<file path="src/rtl/txd_pkg.sv">
`timescale 1ns/1ps
package txd_pkg;
   localparam int DATA_W = 32;

   // register word select
   localparam logic [2:0] REG_BASE  = 3'd0;
   localparam logic [2:0] REG_COUNT = 3'd1;
   localparam logic [2:0] REG_CPU   = 3'd2;
   localparam logic [2:0] REG_DMA   = 3'd3;
   localparam logic [2:0] REG_IRST  = 3'd4;
   localparam logic [2:0] REG_CFG   = 3'd5;

   // config bits
   localparam int CFG_EN   = 0;
   localparam int CFG_BUSY = 1;
   localparam int CFG_WB   = 6;

   // descriptor layout
   localparam int LEN_LSB  = 16;
   localparam int DONE_BIT = 31;
   localparam int PORT_LSB = 24;
   localparam int PORT_W   = 3;
   localparam int OFS_CTRL = 4;
   localparam int OFS_INFO = 12;

   typedef enum logic [2:0] {
      S_IDLE, S_RD_ADDR, S_RD_CTRL, S_RD_INFO,
      S_FETCH, S_SEND, S_WBACK, S_NEXT
   } txd_state_e;
endpackage

</file>
<file path="src/rtl/txd_regs.sv">
`timescale 1ns/1ps
module txd_regs
   import txd_pkg::*;
#(
   parameter int ADDR_W = 32,
   parameter int IDX_W  = 8
) (
   input  logic              clk,
   input  logic              rst_n,
   input  logic              wr,
   input  logic [2:0]        addr,
   input  logic [DATA_W-1:0] wdata,
   output logic [DATA_W-1:0] rdata,
   input  logic              busy,
   input  logic              adv,
   output logic [ADDR_W-1:0] ring_base,
   output logic [IDX_W-1:0]  cpu_idx,
   output logic [IDX_W-1:0]  dma_idx,
   output logic              en,
   output logic              wb_en
);
   localparam int CNT_W = IDX_W + 1;

   logic [CNT_W-1:0] ring_cnt;
   logic [CNT_W-1:0] idx_inc;
   logic             idx_clr;

   assign idx_inc = {1'b0, dma_idx} + 1'b1;
   assign idx_clr = wr && (addr == REG_IRST) && wdata[0];

   always_ff @(posedge clk) begin
      if (!rst_n) begin
         ring_base <= '0;
         ring_cnt  <= '0;
         cpu_idx   <= '0;
         dma_idx   <= '0;
         en        <= 1'b0;
         wb_en     <= 1'b0;
      end else begin
         if (wr) begin
            case (addr)
               REG_BASE:  ring_base <= ADDR_W'(wdata);
               REG_COUNT: ring_cnt  <= wdata[CNT_W-1:0];
               REG_CPU:   cpu_idx   <= wdata[IDX_W-1:0];
               REG_CFG: begin
                  en    <= wdata[CFG_EN];
                  wb_en <= wdata[CFG_WB];
               end
               default: ;
            endcase
         end
         if (idx_clr)
            dma_idx <= '0;
         else if (adv)
            dma_idx <= (idx_inc >= ring_cnt) ? '0 : idx_inc[IDX_W-1:0];
      end
   end

   always_comb begin
      rdata = '0;
      case (addr)
         REG_BASE:  rdata = DATA_W'(ring_base);
         REG_COUNT: rdata = DATA_W'(ring_cnt);
         REG_CPU:   rdata = DATA_W'(cpu_idx);
         REG_DMA:   rdata = DATA_W'(dma_idx);
         REG_CFG: begin
            rdata[CFG_EN]   = en;
            rdata[CFG_BUSY] = busy;
            rdata[CFG_WB]   = wb_en;
         end
         default: ;
      endcase
   end

   a_r8_wrap: assert property (@(posedge clk) disable iff (!rst_n)
      (adv && !idx_clr && (idx_inc >= ring_cnt)) |=> (dma_idx == '0));
   a_r9_idx_clear: assert property (@(posedge clk) disable iff (!rst_n)
      idx_clr |=> (dma_idx == '0));
   a_r12_dma_ro: assert property (@(posedge clk) disable iff (!rst_n)
      (wr && (addr == REG_DMA) && !adv) |=> $stable(dma_idx));
endmodule

</file>
<file path="src/rtl/txd_engine.sv">
`timescale 1ns/1ps
module txd_engine
   import txd_pkg::*;
#(
   parameter int ADDR_W  = 32,
   parameter int IDX_W   = 8,
   parameter int LEN_W   = 14,
   parameter int MIN_LEN = 60
) (
   input  logic              clk,
   input  logic              rst_n,
   input  logic              en,
   input  logic              wb_en,
   input  logic [ADDR_W-1:0] ring_base,
   input  logic [IDX_W-1:0]  dma_idx,
   input  logic [IDX_W-1:0]  cpu_idx,
   output logic              busy,
   output logic              adv,
   output logic              mem_req,
   output logic              mem_we,
   output logic [ADDR_W-1:0] mem_addr,
   output logic [DATA_W-1:0] mem_wdata,
   input  logic              mem_ack,
   input  logic [DATA_W-1:0] mem_rdata,
   output logic              out_valid,
   input  logic              out_ready,
   output logic [7:0]        out_data,
   output logic              out_last,
   output logic [PORT_W-1:0] out_port
);
   initial assert (LEN_W >= 1 && LEN_W <= 14) else $error("LEN_W must fit bits 29:16");
   initial assert (MIN_LEN < (1 << LEN_W)) else $error("MIN_LEN exceeds LEN_W");

   txd_state_e        state;
   logic [ADDR_W-1:0] buf_ptr;
   logic [DATA_W-1:0] ctrl_word;
   logic [DATA_W-1:0] data_word;
   logic [LEN_W-1:0]  cnt;
   logic [LEN_W-1:0]  len_w;
   logic [LEN_W-1:0]  total;
   logic [ADDR_W-1:0] desc_addr;
   logic              final_byte;
   txd_state_e        done_state;

   assign len_w     = ctrl_word[LEN_LSB +: LEN_W];
   assign desc_addr = ring_base + ADDR_W'({dma_idx, 4'b0000});

   generate
      if (MIN_LEN > 0) begin : g_pad
         assign total = (len_w == '0) ? '0 :
                        (len_w < LEN_W'(MIN_LEN)) ? LEN_W'(MIN_LEN) : len_w;
      end else begin : g_nopad
         assign total = len_w;
      end
   endgenerate

   assign final_byte = (cnt == total - 1'b1);
   assign done_state = wb_en ? S_WBACK : S_NEXT;

   always_ff @(posedge clk) begin
      if (!rst_n) begin
         state     <= S_IDLE;
         buf_ptr   <= '0;
         ctrl_word <= '0;
         data_word <= '0;
         cnt       <= '0;
         out_port  <= '0;
      end else begin
         case (state)
            S_IDLE:
               if (en && (dma_idx != cpu_idx)) state <= S_RD_ADDR;
            S_RD_ADDR:
               if (mem_ack) begin
                  buf_ptr <= ADDR_W'(mem_rdata);
                  state   <= S_RD_CTRL;
               end
            S_RD_CTRL:
               if (mem_ack) begin
                  ctrl_word <= mem_rdata;
                  state     <= S_RD_INFO;
               end
            S_RD_INFO:
               if (mem_ack) begin
                  out_port <= mem_rdata[PORT_LSB +: PORT_W];
                  cnt      <= '0;
                  state    <= (len_w == '0) ? done_state : S_FETCH;
               end
            S_FETCH:
               if (mem_ack) begin
                  data_word <= mem_rdata;
                  state     <= S_SEND;
               end
            S_SEND:
               if (out_ready) begin
                  cnt     <= cnt + 1'b1;
                  buf_ptr <= buf_ptr + 1'b1;
                  if (final_byte)
                     state <= done_state;
                  else if ((buf_ptr[1:0] == 2'd3) && ((cnt + 1'b1) < len_w))
                     state <= S_FETCH;
               end
            S_WBACK:
               if (mem_ack) state <= S_NEXT;
            default:
               state <= S_IDLE;
         endcase
      end
   end

   always_comb begin
      mem_req  = 1'b1;
      mem_addr = '0;
      case (state)
         S_RD_ADDR: mem_addr = desc_addr;
         S_RD_CTRL: mem_addr = desc_addr + ADDR_W'(OFS_CTRL);
         S_RD_INFO: mem_addr = desc_addr + ADDR_W'(OFS_INFO);
         S_FETCH:   mem_addr = {buf_ptr[ADDR_W-1:2], 2'b00};
         S_WBACK:   mem_addr = desc_addr + ADDR_W'(OFS_CTRL);
         default:   mem_req  = 1'b0;
      endcase
   end

   assign mem_we    = (state == S_WBACK);
   assign mem_wdata = ctrl_word | (DATA_W'(1) << DONE_BIT);
   assign busy      = (state != S_IDLE);
   assign adv       = (state == S_NEXT);
   assign out_valid = (state == S_SEND);
   assign out_last  = out_valid && final_byte;
   assign out_data  = (out_valid && (cnt < len_w)) ?
                      data_word[{buf_ptr[1:0], 3'b000} +: 8] : 8'h00;

   a_r11_hold: assert property (@(posedge clk) disable iff (!rst_n)
      (out_valid && !out_ready) |=> (out_valid && $stable(out_data) && $stable(out_last)));
   a_r10_no_start_disabled: assert property (@(posedge clk) disable iff (!rst_n)
      (!busy && !en) |=> !busy);
   a_r2_start_pending: assert property (@(posedge clk) disable iff (!rst_n)
      $rose(busy) |-> $past(dma_idx != cpu_idx));
   a_r5_min_frame: assert property (@(posedge clk) disable iff (!rst_n)
      out_last |-> ((32'(cnt) + 1) >= MIN_LEN));
   a_r3_mem_hold: assert property (@(posedge clk) disable iff (!rst_n)
      (mem_req && !mem_ack) |=> (mem_req && $stable(mem_addr) && $stable(mem_we)));
endmodule

</file>
<file path="src/rtl/txdma_ring.sv">
`timescale 1ns/1ps
module txdma_ring
   import txd_pkg::*;
#(
   parameter int ADDR_W  = 32,
   parameter int IDX_W   = 8,
   parameter int LEN_W   = 14,
   parameter int MIN_LEN = 60
) (
   input  logic              clk,
   input  logic              rst_n,
   input  logic              reg_wr,
   input  logic [2:0]        reg_addr,
   input  logic [31:0]       reg_wdata,
   output logic [31:0]       reg_rdata,
   output logic              mem_req,
   output logic              mem_we,
   output logic [ADDR_W-1:0] mem_addr,
   output logic [31:0]       mem_wdata,
   input  logic              mem_ack,
   input  logic [31:0]       mem_rdata,
   output logic              out_valid,
   input  logic              out_ready,
   output logic [7:0]        out_data,
   output logic              out_last,
   output logic [2:0]        out_port
);
   initial assert (ADDR_W >= IDX_W + 4 && ADDR_W <= 32) else $error("ADDR_W out of range");

   logic              busy, adv, en, wb_en;
   logic [ADDR_W-1:0] ring_base;
   logic [IDX_W-1:0]  cpu_idx, dma_idx;

   txd_regs #(.ADDR_W(ADDR_W), .IDX_W(IDX_W)) u_regs (
      .clk(clk), .rst_n(rst_n), .wr(reg_wr), .addr(reg_addr),
      .wdata(reg_wdata), .rdata(reg_rdata), .busy(busy), .adv(adv),
      .ring_base(ring_base), .cpu_idx(cpu_idx), .dma_idx(dma_idx),
      .en(en), .wb_en(wb_en)
   );

   txd_engine #(.ADDR_W(ADDR_W), .IDX_W(IDX_W), .LEN_W(LEN_W), .MIN_LEN(MIN_LEN)) u_eng (
      .clk(clk), .rst_n(rst_n), .en(en), .wb_en(wb_en),
      .ring_base(ring_base), .dma_idx(dma_idx), .cpu_idx(cpu_idx),
      .busy(busy), .adv(adv),
      .mem_req(mem_req), .mem_we(mem_we), .mem_addr(mem_addr),
      .mem_wdata(mem_wdata), .mem_ack(mem_ack), .mem_rdata(mem_rdata),
      .out_valid(out_valid), .out_ready(out_ready), .out_data(out_data),
      .out_last(out_last), .out_port(out_port)
   );
endmodule

</file>
<file path="config.mk">
export PLATFORM = sky130hd
export DESIGN_NAME = txdma_ring
export DESIGN_NICKNAME = d
export VERILOG_FILES = /design/src/rtl/txd_pkg.sv /design/src/rtl/txd_regs.sv /design/src/rtl/txd_engine.sv /design/src/rtl/txdma_ring.sv
export SDC_FILE = /design/constraint.sdc
export NUM_CORES = 1
export LEC_CHECK = 0
export ABC_AREA = 0
export CAP_MARGIN = 0
export CORE_ASPECT_RATIO = 2
export CORE_MARGIN = 5
export CORE_UTILIZATION = 47
export DETAILED_ROUTE_END_ITERATION = 6
export DONT_BUFFER_PORTS = 1
export PLACE_DENSITY = 0.6
export SLEW_MARGIN = 10
export SYNTH_ARGS = -nofsm -noshare
export SYNTH_HDL_FRONTEND = slang
export SYNTH_SLANG_ARGS = --single-unit
</file>
<file path="constraint.sdc">
create_clock -name clk -period 9.22 [get_ports clk]
set_clock_uncertainty 0.2 [all_clocks]
set_input_delay 0.922 -clock clk [delete_from_list [all_inputs] [get_ports clk]]
set_output_delay 0.922 -clock clk [all_outputs]
set_load 0.02 [all_outputs]
</file>
# Word-level counts from Yosys, hierarchy flattened
# Index checks and enable logic that the tools add are counted.
# Widths: inputs -> output; s select.
dict set report op_classes {
  bitwise_logic 1
  n_shift 1
  mul 0
  div 0
  eq_ne 23
  mux 28
  order_cmp 4
  add_sub_neg 7
  reduce_logical 25
}
# cell count
set op_table {}
lappend op_table {{$pmux 32 s4} 1}
lappend op_table {{$pmux 25 s4} 1}
lappend op_table {{$mux 32} 2}
lappend op_table {{$pmux 32 s2} 1}
lappend op_table {{$mux 14} 4}
lappend op_table {{$add 32x1->32 const B} 1}
lappend op_table {{$add 32x12->32} 1}
lappend op_table {{$add 32x3->32 const B} 1}
lappend op_table {{$add 32x4->32 const B} 1}
lappend op_table {{$shiftx 32x6->8} 1}
lappend op_table {{$mux 3} 10}
lappend op_table {{$lt 14x14->1} 2}
lappend op_table {{$pmux 14 s2} 1}
lappend op_table {{$pmux 3 s7} 1}
lappend op_table {{$eq 3x3->1 const B} 6}
lappend op_table {{$mux 8} 2}
lappend op_table {{$pmux 4 s4} 1}
lappend op_table {{$add 14x1->14 const B} 1}
lappend op_table {{$eq 14x14->1} 1}
lappend op_table {{$logic_not 14->1} 1}
lappend op_table {{$lt 14x6->1 const B} 1}
lappend op_table {{$reduce_and 2->1} 7}
lappend op_table {{$sub 14x1->14 const B} 1}
lappend op_table {{$eq 3x2->1 const B} 4}
lappend op_table {{other kinds (20)} 36}
dict set report word_totals {
  out_inout_bits 111
  ramBits 0
  mem_bits_ro 0
  in_bits 72
  latchBits 0
  mem_count 0
  reg_bits 174
  elab_cells 101
}

# Longest topological paths before layout
# Gate-level depths: netlist (run 1).
dict set report logic_depth {
  word_depth 8
  depth_mapped 14
  mapped_depth_nobuf 13
}

# Hierarchy
# From an unflattened synthesis (run 1), not the netlist that was laid out.
dict set report hier_totals {
  cells_unflattened 1598
  hier_area_um2 12011.5
}
# module area_each_um2 n_inst seq_area_each_um2 cells_each
set modules_own_cells {}
lappend modules_own_cells {txd_engine 8959.8 1 2302.2 1235}
lappend modules_own_cells {txd_regs 3051.7 1 1181.1 363}

# Worst setup path before layout (run 1)
# No wires, ideal clock.
dict set report synth_path {
  path_type {flip-flop to output port}
  start {reg u_regs.dma_idx[0]}
  end {out mem_addr[26]}
  required_ns 8.098
  n_path_buf 1
  path_slack_ns 4.221
  t_arrival_ns 3.877
  stages_incl_launch_ff 13
  path_cell_list {dfxtp_1 ha_1 fa_1 a211oi_2 nor2_1 a221oi_2 xnor2_1 or4_1 buf_2 nor3_1 nand3_1 xnor2_1 a221oi_1}
}
dict set report synth_via {
  elab_chain_len 3
  elab_cells_between_ends 4
  cone_classes {3 x add/sub; 1 x mux}
}
# item line
set synth_lines {}
lappend synth_lines {{from (decl)} txd_regs.sv:18} ;# output logic [IDX_W-1:0] dma_idx,
lappend synth_lines {{from (signal assigned)} txd_regs.sv:55} ;# dma_idx <= (idx_inc >= ring_cnt) ? '0 : idx_inc[IDX_W-1:0];
lappend synth_lines {{$add 32x12->32 *} txd_engine.sv:46} ;# assign desc_addr = ring_base + ADDR_W'({dma_idx, 4'b0000});
lappend synth_lines {{$add 32x3->32 / $add 32x4->32 (equally long branches)} {txd_engine.sv:115, txd_engine.sv:118, txd_engine.sv:116}}
lappend synth_lines {{$pmux 32 s4 *} txd_engine.sv:113} ;# case (state)
lappend synth_lines {{to (decl)} txdma_ring.sv:18} ;# output logic [ADDR_W-1:0] mem_addr,
# Mark *: on every way between the ends. The rest lies on a longest branch, timed or not.

# Final worst setup path (run 1)
# Ends and elaborated chain as after synthesis.

==> reports/results.ini, run 1 <==
[cts]
htree_levels=4
post-cts-setup-buffers=0
clockRootBuffer=clkbuf_16
cts_resized=0
postCtsHoldBufs=0
clk_latency_ns=0.45
cts_buffers=17
clk_path_buf_depth=2
cts_sinks=174
cts_tree=built
cts.clk_slew.worst_paths_ns=0.07

[cells_and_area]
nFillCells=2676
diodes=0
area_growth_syn_to_layout_pct=4.147
nets=1674
fin_area_um2=13010
post_route_cells_drive_above_1_share=0.06074

[drt]
viasPerCell=6.087
drt-total-wl_um=39970
drt-pass1-iter-count=5
drc=0
wl_per_cell_um=20.95
drt_iter0_drc=775
vias=11614
postRouteAntennaNets=0

[synth]
synth_nets=1771
synth_edf_count=0
synth_top_area_frac=0.2789
postSynthCellCount=1649
ys_warn_count=0
synth_top_flop_cell=dfxtp_1
yosysMostFrequentCell=nand2_1
ys_ff_latch=174
netlist_area_um2=12490
synth_commonest_cells=nand2_1 (295), dfxtp_1 (174), a21boi_0 (113), clkbuf_1 (108), nor2_1 (101)
async_flop_share=0
syn_avg_cell_area_um2=7.575
synth_area_leaders=dfxtp_1 (28%), nand2_1 (8.9%), a21boi_0 (6.8%)
synth_cell_type_count=82
ys_seq_area_frac=0.2789
synth.largest_area_cell=dfxtp_1

[placed_design]
place_worst_setup_slack_ns=3.420
port_buffers=0
placed_area_um2=12460
hpwl_um=30140
globalplace.congestion=0.8997

[run]
cap_violations=0

[timing]
worstMarginPinSlew_ns=1.118
setup_viol=0
finalCritPeriodShare=0.6816
maxClockFrequency_mhz=159.1
grt_setup_unrepaired=false
final_hold_viol_count=0
tns_ns=0
slew_violations=0
min_period_ns=6.285
relSlewSlack=0.2549
fin_ws_ns=2.935

[min_path]
holdCritPathClass=flip-flop to flip-flop

[floorplan]
pin_count=183
placementRows=84
dieArea_um2=30130
die_h_um=240.5
start_util=0.4754
die_w_um=125.3
coreArea_um2=26280

[critical_path]
cp-start-kind=flip-flop
critPathCaptureType=output port
cp.arrival_ns=5.16
path_class=flip-flop to output port
critical_path_peak_fanout=8
critical_path_required_ns=8.10

[power_and_ir_drop]
p_total_uw=1563
power.leakage_uw=0.004484
power_density_nw_per_um2=120.1
ir_drop_mv=0.1222

[global_route]
grt_start_max_net_pins=168
grt_pass1_wl_um=62800
antenna_found_initial=0
overflow=0
grt.total_usage=0.2604
grt_pass1_vias=11157

[outcome]
outcome=finished, final reports clean

-- critical path: stages, from the launching register on --
cell and delay [ns]:
dfxtp_1 0.41, ha_1 0.26, fa_1 0.42, a211oi_2 0.41
nor2_1 0.14, a221oi_2 0.66, xnor2_1 0.21, or4_1 0.72
nor3_1 0.38, nand3_1 0.16, xnor2_1 0.15, a221oi_1 0.78
-- layout by cell type (no fill, tap or decap), drive strengths merged, types with 20 or more instances in the layout --
cell	synthesis	final
xor2	35	35
nor2b	46	46
xnor2	47	47
clkbuf	115	20
nor2	101	101
and2	47	47
a21boi	113	113
dfxtp	174	174
inv	36	43
nand4	21	21
nand2	295	295
nor3	25	25
and3	31	31
ha	48	48
a21oi	92	92
nand3	62	62
o21ai	82	82
-- where the power goes --
part | total [µW] | switching (µW) | internal (µW) | leakage, µW
registers | 769 | 11.1 | 758 | 0.00140
logic | 84.1 | 47.9 | 36.1 | 0.00281
clock network | 709 | 348 | 361 | 0.000269
-- metrics by stage --
stage            util  hold WS (ns)  instances
6_report       0.4951        0.2651       1908
5_1_grt        0.4951        0.2838       1908
4_1_cts        0.4951        0.2666       1908
2_1_floorplan       -        0.2402       1649
3_5_place_dp   0.4742        0.2565       1877
3_3_place_gp   0.4742        0.2457       1877
-- path summary, 6_finish.rpt --
path | from | endpoint | slack [ns] | cells past startpoint
setup / recovery | u_regs.dma_idx[0]$_SDFFE_PP0N_ | mem_addr[26] | 2.94 | 11
hold / removal | u_eng.data_word[10]$_SDFFE_PN0P_ | u_eng.data_word[10]$_SDFFE_PN0P_ | 0.27 | 2
setup reg to reg | u_eng.ctrl_word[25]$_SDFFE_PN0P_ | u_eng.state[0]$_SDFFE_PN0P_ | 5.20 | 10
hold reg to reg | u_eng.data_word[10]$_SDFFE_PN0P_ | u_eng.data_word[10]$_SDFFE_PN0P_ | 0.27 | 2
-- metal layers --
metal / wire, µm / global-route usage
met1: 14960 / 0.2801
met2: 21290 / 0.4855
met3: 2126 / 0.05803
met4: 1591 / 0.1148
met5: 0 / 0
-- logic make-up (layout without fill, tap and decap cells) --
logic type,after synthesis,in the layout,synth area share
other cells,1,1,0.0003002
simple gates,698,698,0.2695
buf+inv,164,79,0.05640
compound gates,445,445,0.2439
fa+ha+maj,50,50,0.05129
xor+xnor,82,82,0.05750
flops,174,174,0.2789
mux,35,35,0.04227
-- cell type report --
type | instances | area [µm²] | share of cell area
well taps | 344 | 430.4 | 0.03309
repair buffers | 12 | 90.09 | 0.006925
inverters | 36 | 135.1 | 0.01039
clock inverters | 11 | 101.3 | 0.007791
multi-input cells | 1311 | 8322 | 0.6397
clock buffers | 20 | 446.7 | 0.03434
flip-flops and latches | 174 | 3483 | 0.2678
-- flip-flops by register name (all words and copies together), names as in the netlist --
signal	cells
u_eng.buf_ptr	32
u_eng.data_word	32
u_regs.ring_base	32
u_eng.ctrl_word	31
u_eng.cnt	14
u_regs.ring_cnt	9
u_regs.cpu_idx	8
u_regs.dma_idx	8
u_eng.out_port	3
u_eng.state	3
u_regs.en	1
u_regs.wb_en	1
Note: power is estimated with default switching activity, not from simulation.
==> run 2, diff against run 1 <==
- clock period: 9.22 -> 5.8 ns (I/O delays scaled with it)
==> run 2 against run 1 <==
Effect of this change: critical path depth rose by 1; non-clock buffer count rose by 17; worst hold slack got worse by 0.22 ns; power rose by 63%; sequential cell count did not move; first-iteration DRC count fell by 11%; clock-buffer cell count fell by 3; register-to-register slack got worse by 3.2 ns; sequential share of layout area fell by 0.40 points; largest cell class unchanged.
==> reports/results.ini, run 2 (synthesis gave the netlist of run 1 again) <==
[outcome]
outcome=finished, final reports clean

[cells_and_area]
fin_area_um2=13200
fin_util=0.5025
post_route_cells_drive_above_1_share=0.07269
layout_common_cells=nand2_1 (295), dfxtp_1 (174), a21boi_0 (113), nor2_1 (101), a21oi_1 (90)
top_regs=u_eng.buf_ptr (32), u_eng.data_word (32), u_regs.ring_base (32)
area_growth_syn_to_layout_pct=5.710
finalNonFillerCells=1926
nets=1691
final_common_cell=nand2_1
diodes=0

[drt]
drc=0
drt_iter0_drc=692
postRouteAntennaNets=0
drt-total-wl_um=40420
wl_per_cell_um=20.99
drt-pass1-iter-count=5
viasPerCell=6.019
vias=11593

[critical_path]
r2r_start=u_eng.ctrl_word[28]$_SDFFE_PN0P_
crit_path_end=mem_addr[26]
reg2regPathDepth=10
max_stage_delay_ns=0.70
critical_path_peak_fanout=8
critical_path_required_ns=5.02
critPathCaptureType=output port
worstReg2RegEnd=u_eng.state[0]$_SDFFE_PN0P_
path_delay_family=simple AND/OR/NAND/NOR gates
path_buf_inv=1
path_cells=ha_1 -> fa_1 -> a211oi_2 -> or4b_2 -> nand3_1 -> nand4_1 -> or4_1 -> nor3_1 -> nand3_1 -> xnor2_1 -> a221oi_1 -> buf_4
cp_common_cell=nand3_1
cp-startpoint=u_regs.dma_idx[0]$_SDFFE_PP0N_
cp.depth=12
cp.arrival_ns=4.68
cp-start-kind=flip-flop
slowest_stage=or4_1
path_class=flip-flop to output port
worst-r2r-setup-slack_ns=2.05

[timing]
worstMarginPinSlew_ns=1.155
maxClockFrequency_mhz=183.1
final_hold_viol_count=0
finalCritPeriodShare=0.9415
tns_ns=0
setup_viol=0
finalHoldWorstSlack_ns=0.04737
slew_violations=0
min_period_ns=5.461
grt_setup_unrepaired=false
relSlewSlack=0.2303

[global_route]
grt_pass1_vias=11140
antenna_found_initial=1
grt.total_usage=0.2606
grt_pass1_wl_um=62460
grt_start_max_net_pins=168
overflow=0

[cts]
clk_latency_ns=0.47
cts_resized=0
clockRootBuffer=clkbuf_16
cts_tree=built
cts_sinks=174
post-cts-setup-buffers=0
postCtsHoldBufs=0
cts_buffers=17
clk_path_buf_depth=2
htree_levels=4
cts.clk_slew.worst_paths_ns=0.08

[min_path]
holdCritPathClass=input port to flip-flop

[floorplan]
pin_count=183
coreArea_um2=26280
die_h_um=240.5
dieArea_um2=30130
placementRows=84
die_w_um=125.3
start_util=0.4754

[placed_design]
hpwl_um=30470
port_buffers=0
placed_area_um2=12590
globalplace.congestion=0.8907
place_inst=1894

[power_and_ir_drop]
ir_drop_mv=0.1723
power_density_nw_per_um2=193.3
power.leakage_uw=0.004596
switching_share=0.2749
p_comb_frac=0.053
clock_power_share=0.467
power.switching_uw=701.8
p_int_uw=1851
pwr-share-seq=0.479

[run]
cap_violations=0

[run 2: changes by cell type in the layout (fill, tap and decap cells not counted)]
cell | previous run | this run
clkbuf_8 | 1 | 0
inv_12 | 0 | 1
inv_8 | 4 | 3
clkinv_4 | 2 | 3
clkbuf_1 | 2 | 0
clkinv_2 | 1 | 0
buf_4 | 12 | 29
clkinv_8 | 0 | 6
inv_6 | 3 | 1
[run 2: through the flow]
step                      setup slack (ns)  total power [µW]
final                               0.3391              2553
after global routing               0.05508              2634
after CTS                           0.3110              2573
after detailed placement            0.7996              1387
after global placement              0.8964              1386
after floorplan                      1.143              1373
[run 2: power by group through the flow]
stage | registers, µW | logic, µW | clock network (µW)
4_1_cts | 1220 | 137 | 1210
3_3_place_gp | 1250 | 135 | 0
6_report | 1220 | 136 | 1190
3_5_place_dp | 1250 | 136 | 0
2_1_floorplan | 1240 | 130 | 0
5_1_grt | 1220 | 149 | 1260
[run 2: cell type report]
cell class                 instances  area (µm²)
clock buffer                      17       425.4
clock inverter                    15       190.2
fill                            2640       13070
inverter                          36       135.1
multi-input combinational       1311        8322
sequential                       174        3483
tap                              344       430.4
timing repair buffer              29       217.7
[run 2: how the worst min path moves through the flow]
stage	depth (start not counted)	to	slack, ns	startpoint
after global routing	2	u_eng.ctrl_word[11]$_SDFFE_PN0P_	0.04	mem_rdata[11]
after global placement	2	u_eng.data_word[21]$_SDFFE_PN0P_	0.25	u_eng.data_word[21]$_SDFFE_PN0P_
after CTS	2	u_eng.data_word[17]$_SDFFE_PN0P_	0.03	mem_rdata[17]
final	2	u_eng.ctrl_word[2]$_SDFFE_PN0P_	0.05	mem_rdata[2]
after floorplan	2	u_eng.data_word[16]$_SDFFE_PN0P_	0.24	u_eng.data_word[16]$_SDFFE_PN0P_
after detailed placement	2	u_eng.data_word[2]$_SDFFE_PN0P_	0.26	u_eng.data_word[2]$_SDFFE_PN0P_
[run 2: metal layers]
metal | wire (µm) | vias to the layer above | global-route usage
li1 | - | 5683 | -
met1 | 14760 | 5509 | 0.2717
met2 | 21820 | 324 | 0.5012
met3 | 2333 | 77 | 0.05803
met4 | 1508 | 0 | 0.1043
met5 | 0 | - | 0
==> run 3, diff against run 2 <==
- SYNTH_HIERARCHICAL: not set -> 1
==> run 3 against run 2 <==
Effect of this change: first-iteration DRC count rose by 12%; area after synthesis fell by 3.8%; maximum frequency rose by 2.2%; final cell count fell by 2.0%; core utilization rose by 0.68 points; critical path type unchanged; largest power group unchanged.
==> reports/results.ini, run 3 <==
[outcome]
outcome=finished, final reports clean

[drt]
drt_iter0_drc=774
wl_per_cell_um=21.65
postRouteAntennaNets=0
drt-total-wl_um=40860
viasPerCell=6.114
vias=11537
drt-pass1-iter-count=5
drc=0

[timing]
slew_violations=0
worstMarginPinSlew_ns=1.234
maxClockFrequency_mhz=187.1
finalCritPeriodShare=0.9213
grt_setup_unrepaired=false
min_period_ns=5.344
final_hold_viol_count=0
relSlewSlack=0.1755
setup_viol=0
tns_ns=0

[cells_and_area]
area_growth_syn_to_layout_pct=6.584
diodes=0
layout_common_cells=nand2_1 (286), dfxtp_1 (173), a21oi_1 (170), nor2_1 (106), o21ai_0 (70)
fin_area_um2=12800
finalNonFillerCells=1887
nets=1660
post_route_cells_drive_above_1_share=0.07157
final_common_cell=nand2_1
top_regs=u_eng/buf_ptr (32), u_eng/data_word (32), u_regs/ring_base (32)

[placed_design]
hpwl_um=31630
port_buffers=0
placed_area_um2=12200
globalplace.congestion=0.9437
place_inst=1855

[synth]
synth_compound_area_frac=0.2222
syn_avg_cell_area_um2=7.517
synth_top_area_frac=0.2900
postSynthCellCount=1598
synth_commonest_cells=nand2_1 (286), dfxtp_1 (174), a21oi_1 (171), nor2_1 (106), clkbuf_1 (83)
synth_area_leaders=dfxtp_1 (29%), nand2_1 (8.9%), a21oi_1 (7.1%)
synth_mux_area_frac=0.04385
synthAdderAreaFrac=0.05333
synth_nets=1720
synth_top_flop_cell=dfxtp_1
yosysMostFrequentCell=nand2_1
netlist_area_um2=12010
async_flop_share=0
ys_seq_area_frac=0.2900
ys_ff_latch=174
synth_top_family_by_area=simple AND/OR/NAND/NOR gates
ys_warn_count=6
synth_cell_type_count=87
synth-xor-area-share=0.06781
synthSimpleGateAreaFrac=0.2747
synth_edf_count=0
synth.largest_area_cell=dfxtp_1

[floorplan]
die_w_um=123.0
start_util=0.4778
pin_count=183
placementRows=82
die_h_um=236.1
dieArea_um2=29050
coreArea_um2=25140

[critical_path]
path_class=flip-flop to output port
cp.arrival_ns=4.56
cp-start-kind=flip-flop
critical_path_required_ns=5.02
critical_path_peak_fanout=8
critPathCaptureType=output port

[global_route]
grt_pass1_wl_um=62520
grt.total_usage=0.2761
grt_start_max_net_pins=85
grt_pass1_vias=11157
overflow=0
antenna_found_initial=0

[min_path]
holdCritPathClass=input port to flip-flop

[cts]
cts.clk_slew.worst_paths_ns=0.09
clockRootBuffer=clkbuf_16
cts_tree=built
htree_levels=4
cts_resized=0
clk_latency_ns=0.46
post-cts-setup-buffers=0
cts_sinks=174
cts_buffers=17
postCtsHoldBufs=0
clk_path_buf_depth=2

[power_and_ir_drop]
ir_drop_mv=0.2098
power_density_nw_per_um2=224.2
power.leakage_uw=0.004488

[run]
cap_violations=0

==> run 3: cell count changes after synthesis, moves of 16 or more <==
| cell | previous run | this run |
|---|---|---|
| a21boi_0 | 113 | 3 |
| nor2b_1 | 46 | 29 |
| a21oi_1 | 91 | 171 |
| a21boi_1 | 0 | 41 |
| xnor2_1 | 47 | 63 |
| clkbuf_1 | 108 | 83 |
==> run 3: path summary, 6_finish.rpt <==
| path | start | endpoint | slack, ns | cells past startpoint |
|---|---|---|---|---|
| setup / recovery | u_eng/ctrl_word[23]$_SDFFE_PN0P_ | out_last | 0.46 | 12 |
| setup reg to reg | u_eng/ctrl_word[23]$_SDFFE_PN0P_ | u_eng/state[1]$_SDFFE_PN0P_ | 1.20 | 14 |
| hold reg to reg | u_eng/data_word[24]$_SDFFE_PN0P_ | u_eng/data_word[24]$_SDFFE_PN0P_ | 0.26 | 2 |
| hold / removal | mem_rdata[17] | u_eng/ctrl_word[17]$_SDFFE_PN0P_ | 0.04 | 2 |
==> run 3: area by class of cell <==
cell class | count | area [µm²]
Clock buffer | 18 | 439.2
Clock inverter | 14 | 158.9
Fill cell | 2534 | 12330
Inverter | 41 | 153.9
Multi-Input combinational cell | 1279 | 7958
Sequential cell | 174 | 3485
Tap cell | 336 | 420.4
Timing Repair Buffer | 25 | 187.7
==> run 3: layer usage <==
| layer | part of all wire | global-route usage | vias to the layer above |
|---|---|---|---|
| met5 | 0 | 0 | - |
| met4 | 0.040 | 0.1217 | 0 |
| met3 | 0.056 | 0.05994 | 86 |
| met2 | 0.56 | 0.5386 | 345 |
| met1 | 0.35 | 0.2663 | 5566 |
| li1 | - | - | 5540 |
==> run 3: kinds of logic (layout without fill, tap and decap cells) <==
group	Yosys count	count (layout)
and+or+nand+nor	674	674
AOI/OAI and AO/OA	426	426
DFF	174	174
buffers and inverters	145	98
xor gates and xnor gates	93	93
adders and majority gates	50	50
muxes	35	35
other	1	1
==> run 3: metrics by stage <==
stage          setup slack, ns  power (µW)  hold WS (ns)  utilization
2_1_floorplan            1.617        1605        0.2331            -
3_3_place_gp             1.029        1711        0.2409       0.4855
3_5_place_dp            0.9422        1713        0.2464       0.4855
4_1_cts                 0.4370        2891       0.02444       0.5093
5_1_grt                 0.1995        2979       0.02928       0.5093
6_report                0.4562        2871       0.04455       0.5093
==> run 3: critical path, cell delays in order, from the launching register on <==
cell      delay [ns]
dfxtp_1         0.46
nor4_1          0.66
and2_1          0.32
nand2_1         0.07
nand2_1         0.07
ha_1            0.19
nor3b_1         0.36
and3_1          0.32
and4_1          0.22
o221ai_1        0.10
or4_1           0.42
nor4_2          0.55
and2_1          0.36
==> run 3: report_power, final <==
part | switching [µW] | internal, µW
Combinational | 255 | 132
Sequential | 66.7 | 1240
Clock | 588 | 592
